## config.mk

```make
export PLATFORM = sky130hd
export DESIGN_NAME = add4_tree
export DESIGN_NICKNAME = d
export VERILOG_FILES = /design/src/rtl/add4_pkg.sv /design/src/rtl/add4_ctrl.sv /design/src/rtl/add4_datapath.sv /design/src/rtl/add4_tree.sv
export SDC_FILE = /design/constraint.sdc
export NUM_CORES = 1
export LEC_CHECK = 0
export BUFFER_PORTS_ARGS = -buffer_cell sky130_fd_sc_hd__buf_2
export CAP_MARGIN = 20
export CORE_MARGIN = 2
export CORE_UTILIZATION = 55
export CTS_BUF_LIST = sky130_fd_sc_hd__clkbuf_8
export DETAILED_ROUTE_END_ITERATION = 10
export HOLD_SLACK_MARGIN = 0.03
export PLACE_DENSITY = 0.83
export SLEW_MARGIN = 10
export SYNTH_ARGS = -nofsm -noshare
export SYNTH_HDL_FRONTEND = slang
export SYNTH_HIERARCHICAL = 1
export SYNTH_SLANG_ARGS = --single-unit
```

## constraint.sdc

```tcl
create_clock -name clk -period 6.79 [get_ports clk]
set_input_delay 0 -clock clk [delete_from_list [all_inputs] [get_ports clk]]
set_output_delay 0 -clock clk [all_outputs]
set_load 0.1 [all_outputs]
```

## src/rtl/add4_pkg.sv

```systemverilog
package add4_pkg;

  // Strobes sent from the control to the datapath
  typedef struct packed {
    logic opLoad;     // capture the four operands (sum sample accepted)
    logic bypLoad;    // capture the bypass operand (bypass sample accepted)
    logic pairLoad;   // register the two pairwise sums
    logic byp2Load;   // advance the bypass operand one stage
    logic outLoad;    // update the result register
    logic outSelSum;  // 1: result takes the final sum, 0: the bypass value
  } ctrlStrobe_t;

  localparam int NUM_OPS   = 4;
  localparam int NUM_PAIRS = NUM_OPS / 2;

endpackage

```

## src/rtl/add4_ctrl.sv

```systemverilog
module add4_ctrl
  import add4_pkg::*;
(
  input  logic        clk,
  input  logic        rst,
  input  logic        validIn,
  input  logic        selBypass,
  output ctrlStrobe_t strb,
  output logic        validOut
);

  logic stg1Valid, stg1Byp;
  logic stg2Valid, stg2Byp;
  logic outValid;

  always_ff @(posedge clk) begin
    if (rst) begin
      stg1Valid <= 1'b0;
      stg1Byp   <= 1'b0;
      stg2Valid <= 1'b0;
      stg2Byp   <= 1'b0;
      outValid  <= 1'b0;
    end else begin
      stg1Valid <= validIn;
      stg1Byp   <= validIn & selBypass;
      stg2Valid <= stg1Valid;
      stg2Byp   <= stg1Byp;
      outValid  <= stg2Valid;
    end
  end

  // The select gates every adder-side enable: operand isolation
  always_comb begin
    strb.opLoad    = validIn & ~selBypass;
    strb.bypLoad   = validIn & selBypass;
    strb.pairLoad  = stg1Valid & ~stg1Byp;
    strb.byp2Load  = stg1Valid & stg1Byp;
    strb.outLoad   = stg2Valid;
    strb.outSelSum = ~stg2Byp;
  end

  assign validOut = outValid;

  AST_LOAD_EXCLUSIVE: assert property (@(posedge clk) disable iff (rst)
    $onehot0({strb.opLoad, strb.bypLoad})) else $error("sum and bypass capture together");

  AST_STAGE_EXCLUSIVE: assert property (@(posedge clk) disable iff (rst)
    $onehot0({strb.pairLoad, strb.byp2Load})) else $error("pair and bypass stage together");

  AST_RESET_CLEAR: assert property (@(posedge clk)
    rst |=> (!validOut && !stg1Valid && !stg2Valid)) else $error("reset did not clear valids");

  AST_VALID_CHAIN: assert property (@(posedge clk) disable iff (rst)
    stg1Valid |=> strb.outLoad) else $error("stage valid lost");

endmodule

```

## src/rtl/add4_datapath.sv

```systemverilog
module add4_datapath
  import add4_pkg::*;
#(
  parameter int W = 16
) (
  input  logic                      clk,
  input  logic                      rst,
  input  ctrlStrobe_t               strb,
  input  logic [NUM_OPS-1:0][W-1:0] opIn,
  input  logic [W-1:0]              bypassIn,
  output logic [W+1:0]              result
);

  localparam int PW = W + 1;   // pairwise sum width
  localparam int RW = W + 2;   // final sum width

  logic [NUM_OPS-1:0][W-1:0]    opReg;
  logic [NUM_PAIRS-1:0][PW-1:0] pairReg;
  logic [W-1:0]                 byp1, byp2;
  logic [RW-1:0]                finalSum;
  logic [RW-1:0]                resReg;

  // Operand capture: one register per operand, enabled only for sum samples
  for (genvar i = 0; i < NUM_OPS; i++) begin : gOpReg
    always_ff @(posedge clk) begin
      if (rst)              opReg[i] <= '0;
      else if (strb.opLoad) opReg[i] <= opIn[i];
    end
  end

  // First tree level: pairwise sums, frozen while the bypass path is used
  for (genvar p = 0; p < NUM_PAIRS; p++) begin : gPair
    always_ff @(posedge clk) begin
      if (rst)                pairReg[p] <= '0;
      else if (strb.pairLoad) pairReg[p] <= PW'(opReg[2*p]) + PW'(opReg[2*p+1]);
    end
  end

  // Second tree level
  assign finalSum = RW'(pairReg[0]) + RW'(pairReg[1]);

  // Bypass operand chain, matched to the adder latency
  always_ff @(posedge clk) begin
    if (rst) begin
      byp1 <= '0;
      byp2 <= '0;
    end else begin
      if (strb.bypLoad)  byp1 <= bypassIn;
      if (strb.byp2Load) byp2 <= byp1;
    end
  end

  // Result multiplexer and register
  always_ff @(posedge clk) begin
    if (rst)                resReg <= '0;
    else if (strb.outLoad)  resReg <= strb.outSelSum ? finalSum : RW'(byp2);
  end

  assign result = resReg;

  AST_OPS_FROZEN: assert property (@(posedge clk) disable iff (rst)
    !strb.opLoad |=> $stable(opReg)) else $error("operands moved while isolated");

  AST_PAIRS_FROZEN: assert property (@(posedge clk) disable iff (rst)
    !strb.pairLoad |=> $stable(pairReg)) else $error("pair sums moved while isolated");

  AST_NO_OVERFLOW: assert property (@(posedge clk) disable iff (rst)
    (finalSum >= RW'(pairReg[0])) && (finalSum >= RW'(pairReg[1]))) else $error("carry lost");

  AST_RESULT_HOLD: assert property (@(posedge clk) disable iff (rst)
    !strb.outLoad |=> $stable(result)) else $error("result changed without valid");

endmodule

```

## src/rtl/add4_tree.sv

```systemverilog
module add4_tree
  import add4_pkg::*;
#(
  parameter int W = 16
) (
  input  logic         clk,
  input  logic         rst,
  input  logic         validIn,
  input  logic         selBypass,
  input  logic [W-1:0] opA,
  input  logic [W-1:0] opB,
  input  logic [W-1:0] opC,
  input  logic [W-1:0] opD,
  input  logic [W-1:0] bypassIn,
  output logic         validOut,
  output logic [W+1:0] result
);

  ctrlStrobe_t               strb;
  logic [NUM_OPS-1:0][W-1:0] opBus;

  assign opBus = {opD, opC, opB, opA};

  add4_ctrl uCtrl (
    .clk      (clk),
    .rst      (rst),
    .validIn  (validIn),
    .selBypass(selBypass),
    .strb     (strb),
    .validOut (validOut)
  );

  add4_datapath #(.W(W)) uData (
    .clk     (clk),
    .rst     (rst),
    .strb    (strb),
    .opIn    (opBus),
    .bypassIn(bypassIn),
    .result  (result)
  );

endmodule

```

==> results.sh, run 1 <==
export IMPL_status="finished, final reports clean"
export IMPL_static_leakage_power_nw=4.235
export IMPL_netlist_area_um2=7721
export IMPL_gp_congestion=0.9174
export IMPL_totalWireLength_um=19110
export IMPL_grt_total_usage=0.2659
export IMPL_postCtsSetupBuffers=0
export IMPL_fin_crit_sh=0.3735
export IMPL_ys_seq_elements=153
export IMPL_drt_iter0_drc=529
export IMPL_path_class="reg -> reg"
export IMPL_dpl_cell_count=1071
export IMPL_worst_ep_arrival_time_ns=2.85
export IMPL_vias=6690
export IMPL_seq_area_um2=3063
export IMPL_drc=0
export IMPL_total_power_mw=1.923
export IMPL_routed_wl_met2_um=9435
export IMPL_cp_required_ns=7.11
export IMPL_cts_inserted_buffers=17
export IMPL_synth_cell_types=64
export IMPL_pin_count=103
export IMPL_synthCells=829
export IMPL_cts_root_buffer="clkbuf_8"
export IMPL_synth_area_per_cell_um2=9.314
export IMPL_synthTopCellsByArea="dfxtp_1 (40%), mux2i_1 (16%), ha_1 (7.9%)"
export IMPL_multi_input_area_um2=4449
export IMPL_seq_area_frac_synth=0.3967
export IMPL_ir_drop_mv=0.1282
export IMPL_critPathMaxFanout=4
export IMPL_synthArstFlopShare=0
export IMPL_final_core_util=0.6926
export IMPL_hp_class="in -> reg"
export IMPL_dieWidth_um=122.5
export IMPL_fin_worst_skew_ns=0.01353
export IMPL_syn_nets=965
export IMPL_top_layer="met4"
export IMPL_grt_start_max_net_pins=88
export IMPL_antenna_found_initial=0
export IMPL_clk_latency_ns=0.47
export IMPL_antennaDiodeCount=0
export IMPL_end_kind="flop"
export IMPL_rsz0062_at_grt="false"
export IMPL_wl_met3_um=766
export IMPL_yosysTopAreaCellShare=0.3967
export IMPL_critical_path_top_delay_family="compound AO/OA/AOI/OAI gates"
export IMPL_dp_hpwl_um=11970
export IMPL_drv_slew=0
export IMPL_postRouteAntennaNets=0
export IMPL_drt_met1_wl_um=8303
export IMPL_cts_tree="yes"
export IMPL_grt_pass1_wl_um=31460
export IMPL_cts_sinks=153
export IMPL_final_cells=1187
export IMPL_critPathLaunchType="flop"
export IMPL_area_growth_pct=23.55
export IMPL_timing_critical_path_buf_inv=0
export IMPL_routedWlPerCell_um=16.10
export IMPL_finalWorstSetupSlack_ns=4.254
export IMPL_via_per_inst=5.636
export IMPL_yosysWarnings=6
export IMPL_start_util=0.5606
export IMPL_r2r_start="uData/pairReg[0]"
export IMPL_nets=1130
export IMPL_finalSetupViolations=0
export IMPL_port_buffers=102
export IMPL_fp_dieH_um=122.5
export IMPL_clock_path_buffers=2
export IMPL_synth_edf_count=0
export IMPL_core_area_um2=13770
export IMPL_min_delay_start="rst"
export IMPL_slowest_stage="fa_1"
export IMPL_fin_crit_ns=2.536
export IMPL_num_rows=43
export IMPL_drive_gt1_frac=0.1569
export IMPL_tightest_slew_ns=1.058
export IMPL_die_area_um2=15000
export IMPL_clk_pin_slew_worst_paths_ns=0.09
export IMPL_timing_hold_ws_ns=0.08995
export IMPL_overflow=0
export IMPL_design_area_um2=9539
export IMPL_slew_headroom=0.2943
export IMPL_n_fill_cell=1027
export IMPL_cp_slowest_stage_delay_ns=0.43
export IMPL_dp_slack_ns=4.344
export IMPL_hold_viol_final=0
export IMPL_ys_flop_type="dfxtp_1"
export IMPL_cts_max_level=4
export IMPL_worstPathCellList="ha_1 -> fa_1 -> a211oi_1 -> o21ai_1 -> and4_4 -> or3_1 -> nand3_1 -> a311oi_1"
export IMPL_drt_pass1_iterations=5
export IMPL_p_per_area_nw_per_um2=201.6
export IMPL_maxCapViolations=0
export IMPL_fmax_mhz=394.4
export IMPL_cp_startpoint="uData/pairReg[0]"
export IMPL_tns_ns=0
export IMPL_yosysTopAreaCell="dfxtp_1"
export IMPL_first_global_vias=6618
export IMPL_place_area_um2=8322
## power by group
| group | switching, mW | total (mW) | internal (mW) |
|---|---|---|---|
| combinational | 0.166 | 0.301 | 0.135 |
| sequential | 0.0257 | 0.959 | 0.934 |
| clock | 0.366 | 0.663 | 0.297 |
| total | 0.558 | 1.92 | 1.37 |
## cells in the mapped netlist (all sizes together) (12+ instances only)
cell type  count
nand2         30
ha            49
a21oi         40
o21ai         27
a21o          18
clkbuf        24
xnor2         23
nor2         149
buf           20
a211oi        14
nand3         12
dfxtp        153
a31oi         13
mux2i        123
## cell type report
class,count,area share
multi-input combinational,621,0.4664
tap,180,0.02361
clock buffer,17,0.02453
sequential,153,0.3211
timing repair buffer,190,0.1451
inverter,11,0.004328
clock inverter,15,0.01495
## placed cells by master, fill, tap and decap left out, types with 5 or more instances in the layout
cell,instances
a211o_1,6
a211oi_1,14
a21o_1,18
a21oi_1,38
a31oi_1,13
and3_1,6
buf_2,101
buf_4,5
clkbuf_8,17
dfxtp_1,153
dlygate4sd3_1,84
ha_1,49
inv_1,12
inv_6,6
mux2i_1,123
nand2_1,30
nand2b_1,11
nand3_1,11
nor2_1,149
nor3_1,5
nor3b_1,9
o211ai_1,6
o21a_1,5
o21ai_0,23
o21bai_1,7
o22ai_1,7
xnor2_1,23
xor2_1,5
## flip-flops by register name, indices dropped and copies added, names as in the netlist
register,cells
uData/opReg,64
uData/pairReg,34
uData/result,18
uData/byp1,16
uData/byp2,16
uCtrl/stg1Byp,1
uCtrl/stg1Valid,1
uCtrl/stg2Byp,1
uCtrl/stg2Valid,1
uCtrl/validOut,1
## cells by family (layout without fill, tap and decap cells)
group	count (synthesis)	in the layout	synth area share
muxes	123	123	0.1595
DFF	153	153	0.3967
buffers and inverters	55	233	0.02901
xor gates and xnor gates	28	28	0.03176
adders and majority gates	52	52	0.08718
AOI/OAI and AO/OA	161	161	0.1400
and+or+nand+nor	257	257	0.1559
## routing by layer
layer,vias up,GRT usage
met5,-,0
met2,204,0.4531
met1,3165,0.3254
met3,49,0.05204
li1,3272,-
met4,0,0.1171
## path summary, 6_finish.rpt
check	to	slack (ns)	depth (start not counted)
max	uData/result[12]	4.25	8
min	uData/byp2[1]	0.09	2
max reg2reg	uData/result[12]	4.25	8
min reg2reg	uData/pairReg[32]	0.48	2
## what timing repair did
item,4_1_cts,5_1_grt
gates resized for setup,0,0
endpoints found under the hold margin,82,0
hold buffers,84,0
endpoints found under the setup margin,0,0
Power figures use the tool's default switching activity.
==> inputs of run 2 (changes only) <==
==> constraint.sdc (replaced) <==
create_clock -name clk -period 2.5 [get_ports clk]
set_input_delay 0 -clock clk [delete_from_list [all_inputs] [get_ports clk]]
set_output_delay 0 -clock clk [all_outputs]
set_load 0.1 [all_outputs]
==> run 2 against run 1 <==
Compared with the run above: non-clock buffer count up 11; clock power rose to 3.0 times the previous value; via count shrank 0.66%; first-iteration DRC count down 12%; largest cell class unchanged; global-route usage grew 0.91 points; sequential power rose to 2.7 times the previous value; combinational power rose to 2.8 times the previous value; setup slack lost 4.1 ns; critical path type unchanged.
==> results.sh, run 2 (synthesized netlist as in run 1, its figures left out) <==
export IMPL_status="finished, final reports clean"
export IMPL_path_class="reg -> reg"
export IMPL_die_area_um2=15000
export IMPL_fp_dieH_um=122.5
export IMPL_maxCapViolations=0
export IMPL_combPwrFrac=0.155
export IMPL_regMostFlops="uData/opReg"
export IMPL_min_to="uData/result[2]"
export IMPL_met1_usage=0.3221
export IMPL_start_util=0.5606
export IMPL_hp_class="in -> reg"
export IMPL_layout_commonest_cell="dfxtp_1"
export IMPL_num_rows=43
export IMPL_cp_required_ns=2.82
export IMPL_routedWlPerCell_um=16.69
export IMPL_busiest_layer="met2"
export IMPL_port_buffers=102
export IMPL_vias=6646
export IMPL_fin_worst_skew_ns=0.01418
export IMPL_dp_slack_ns=0.08381
export IMPL_cp_slowest_stage_delay_ns=0.44
export IMPL_core_area_um2=13770
export IMPL_clock_path_buffers=2
export IMPL_pin_count=103
export IMPL_hold_depth=2
export IMPL_tightest_slew_ns=0.8889
export IMPL_slowest_stage="fa_1"
export IMPL_grt_pass1_wl_um=32280
export IMPL_hold_viol_final=0
export IMPL_dieWidth_um=122.5
export IMPL_reg2reg_depth=8
export IMPL_critical_path_top_delay_family="adder cells"
export IMPL_fmax_mhz=420.6
export IMPL_static_leakage_power_nw=4.320
export IMPL_postRouteAntennaNets=0
export IMPL_antenna_found_initial=0
export IMPL_drt_pass1_iterations=5
export IMPL_timing_critical_path_buf_inv=0
export IMPL_antennaDiodeCount=0
export IMPL_met3_usage=0.05762
export IMPL_grt_start_max_net_pins=93
export IMPL_grt_use_met2=0.4806
export IMPL_gp_congestion=0.9277
export IMPL_grt_total_usage=0.2750
export IMPL_p_seq_frac=0.482
export IMPL_critPathLaunchType="flop"
export IMPL_worstPathCellList="ha_1 -> fa_1 -> a211oi_2 -> o21ai_1 -> and4_4 -> or3_1 -> nand3_1 -> a311oi_1"
export IMPL_fin_crit_sh=0.9509
export IMPL_p_sw_mw=1.555
export IMPL_critPathMaxFanout=4
export IMPL_tns_ns=0
export IMPL_r2r_start="uData/pairReg[0]"
export IMPL_finalWorstSetupSlack_ns=0.1227
export IMPL_min_delay_start="rst"
export IMPL_multi_input_area_um2=4454
export IMPL_slew_headroom=0.4074
export IMPL_clk_latency_ns=0.47
export IMPL_drc=0
export IMPL_via_per_inst=5.548
export IMPL_cts_inserted_buffers=17
export IMPL_cts_tree="yes"
export IMPL_fin_crit_ns=2.377
export IMPL_layout_common_cells="dfxtp_1 (153), nor2_1 (149), mux2i_1 (123)"
export IMPL_p_int_mw=3.850
export IMPL_clkPwrFrac=0.363
export IMPL_final_core_util=0.7019
export IMPL_first_global_vias=6695
export IMPL_cts_sinks=153
export IMPL_largest_register_ffs=64
export IMPL_nets=1141
export IMPL_postCtsSetupBuffers=0
export IMPL_worst_ep_arrival_time_ns=2.70
export IMPL_totalWireLength_um=19990
export IMPL_drv_slew=0
export IMPL_dp_hpwl_um=12520
export IMPL_drive_gt1_frac=0.1699
export IMPL_n_fill_cell=1038
export IMPL_ir_drop_mv=0.4355
export IMPL_drt_iter0_drc=464
export IMPL_cts_max_level=4
export IMPL_reg2reg_slack_ns=0.12
export IMPL_seq_area_um2=3063
export IMPL_finalSetupViolations=0
export IMPL_end_kind="flop"
export IMPL_p_per_area_nw_per_um2=559.0
export IMPL_switching_share=0.2877
export IMPL_area_growth_pct=25.21
export IMPL_rr_endpoint="uData/result[12]"
export IMPL_cts_root_buffer="clkbuf_8"
export IMPL_clk_pin_slew_worst_paths_ns=0.09
export IMPL_overflow=0
export IMPL_rsz0062_at_grt="false"
run 2: cell count changes in the layout (fill, tap and decap cells not counted), sizes merged:
cell / previous run / this run
clkbuf: 17 / 18
bufinv: 1 / 2
inv: 19 / 17
clkinvlp: 3 / 1
buf: 106 / 119
clkinv: 3 / 5
dlygate4sd3: 84 / 82
run 2: routing by layer:
layer  wire length (um)  vias to the layer above
met5                  0                        -
met2              10070                      211
li1                   -                     3310
met3                907                       47
met4                629                        0
met1               8379                     3078
run 2: how the worst max path moves through the flow:
stage / endpoint / from / depth (start not counted)
finish: uData/result[12] / uData/pairReg[0] / 8
global route: uData/result[12] / uData/pairReg[0] / 8
CTS: uData/result[12] / uData/pairReg[0] / 8
detailed placement: uData/result[12] / uData/pairReg[0] / 8
global placement: uData/result[12] / uData/pairReg[0] / 8
floorplan: uData/result[12] / uData/pairReg[0] / 8
run 2: final cells by class:
class                      instances  area share
clock buffer                      18     0.02562
tap                              180     0.02329
sequential                       153      0.3168
inverter                          11    0.004271
multi-input combinational        621      0.4607
timing repair buffer             201      0.1525
clock inverter                    14     0.01682
run 2: power by group through the flow:
stage / logic, mW / clock network [mW] / registers [mW]
after floorplan: 0.436 / 0 / 2.72
after global placement: 0.694 / 0 / 2.66
after detailed placement: 0.704 / 0 / 2.66
after CTS: 0.808 / 1.98 / 2.60
after global routing: 0.905 / 2.08 / 2.62
final: 0.836 / 1.96 / 2.61
run 2: stage by stage:
| stage | hold slack (ns) | cells | power, mW | cell area, um2 |
|---|---|---|---|---|
| detailed placement | 0.2412 | 1084 | 3.364 | 8432 |
| CTS | 0.09074 | 1198 | 5.392 | 9663 |
| global placement | 0.2325 | 1084 | 3.349 | 8432 |
| finish | 0.1175 | 1198 | 5.405 | 9668 |
| floorplan | 0.1425 | 829 | 3.155 | 7721 |
| global route | 0.1591 | 1198 | 5.604 | 9668 |
run 2: timing repair:
item,4_1_cts,5_1_grt
hold buffers,82,0
endpoints found under the setup margin,0,5
resized for setup,0,1
hold endpoints to repair,82,0
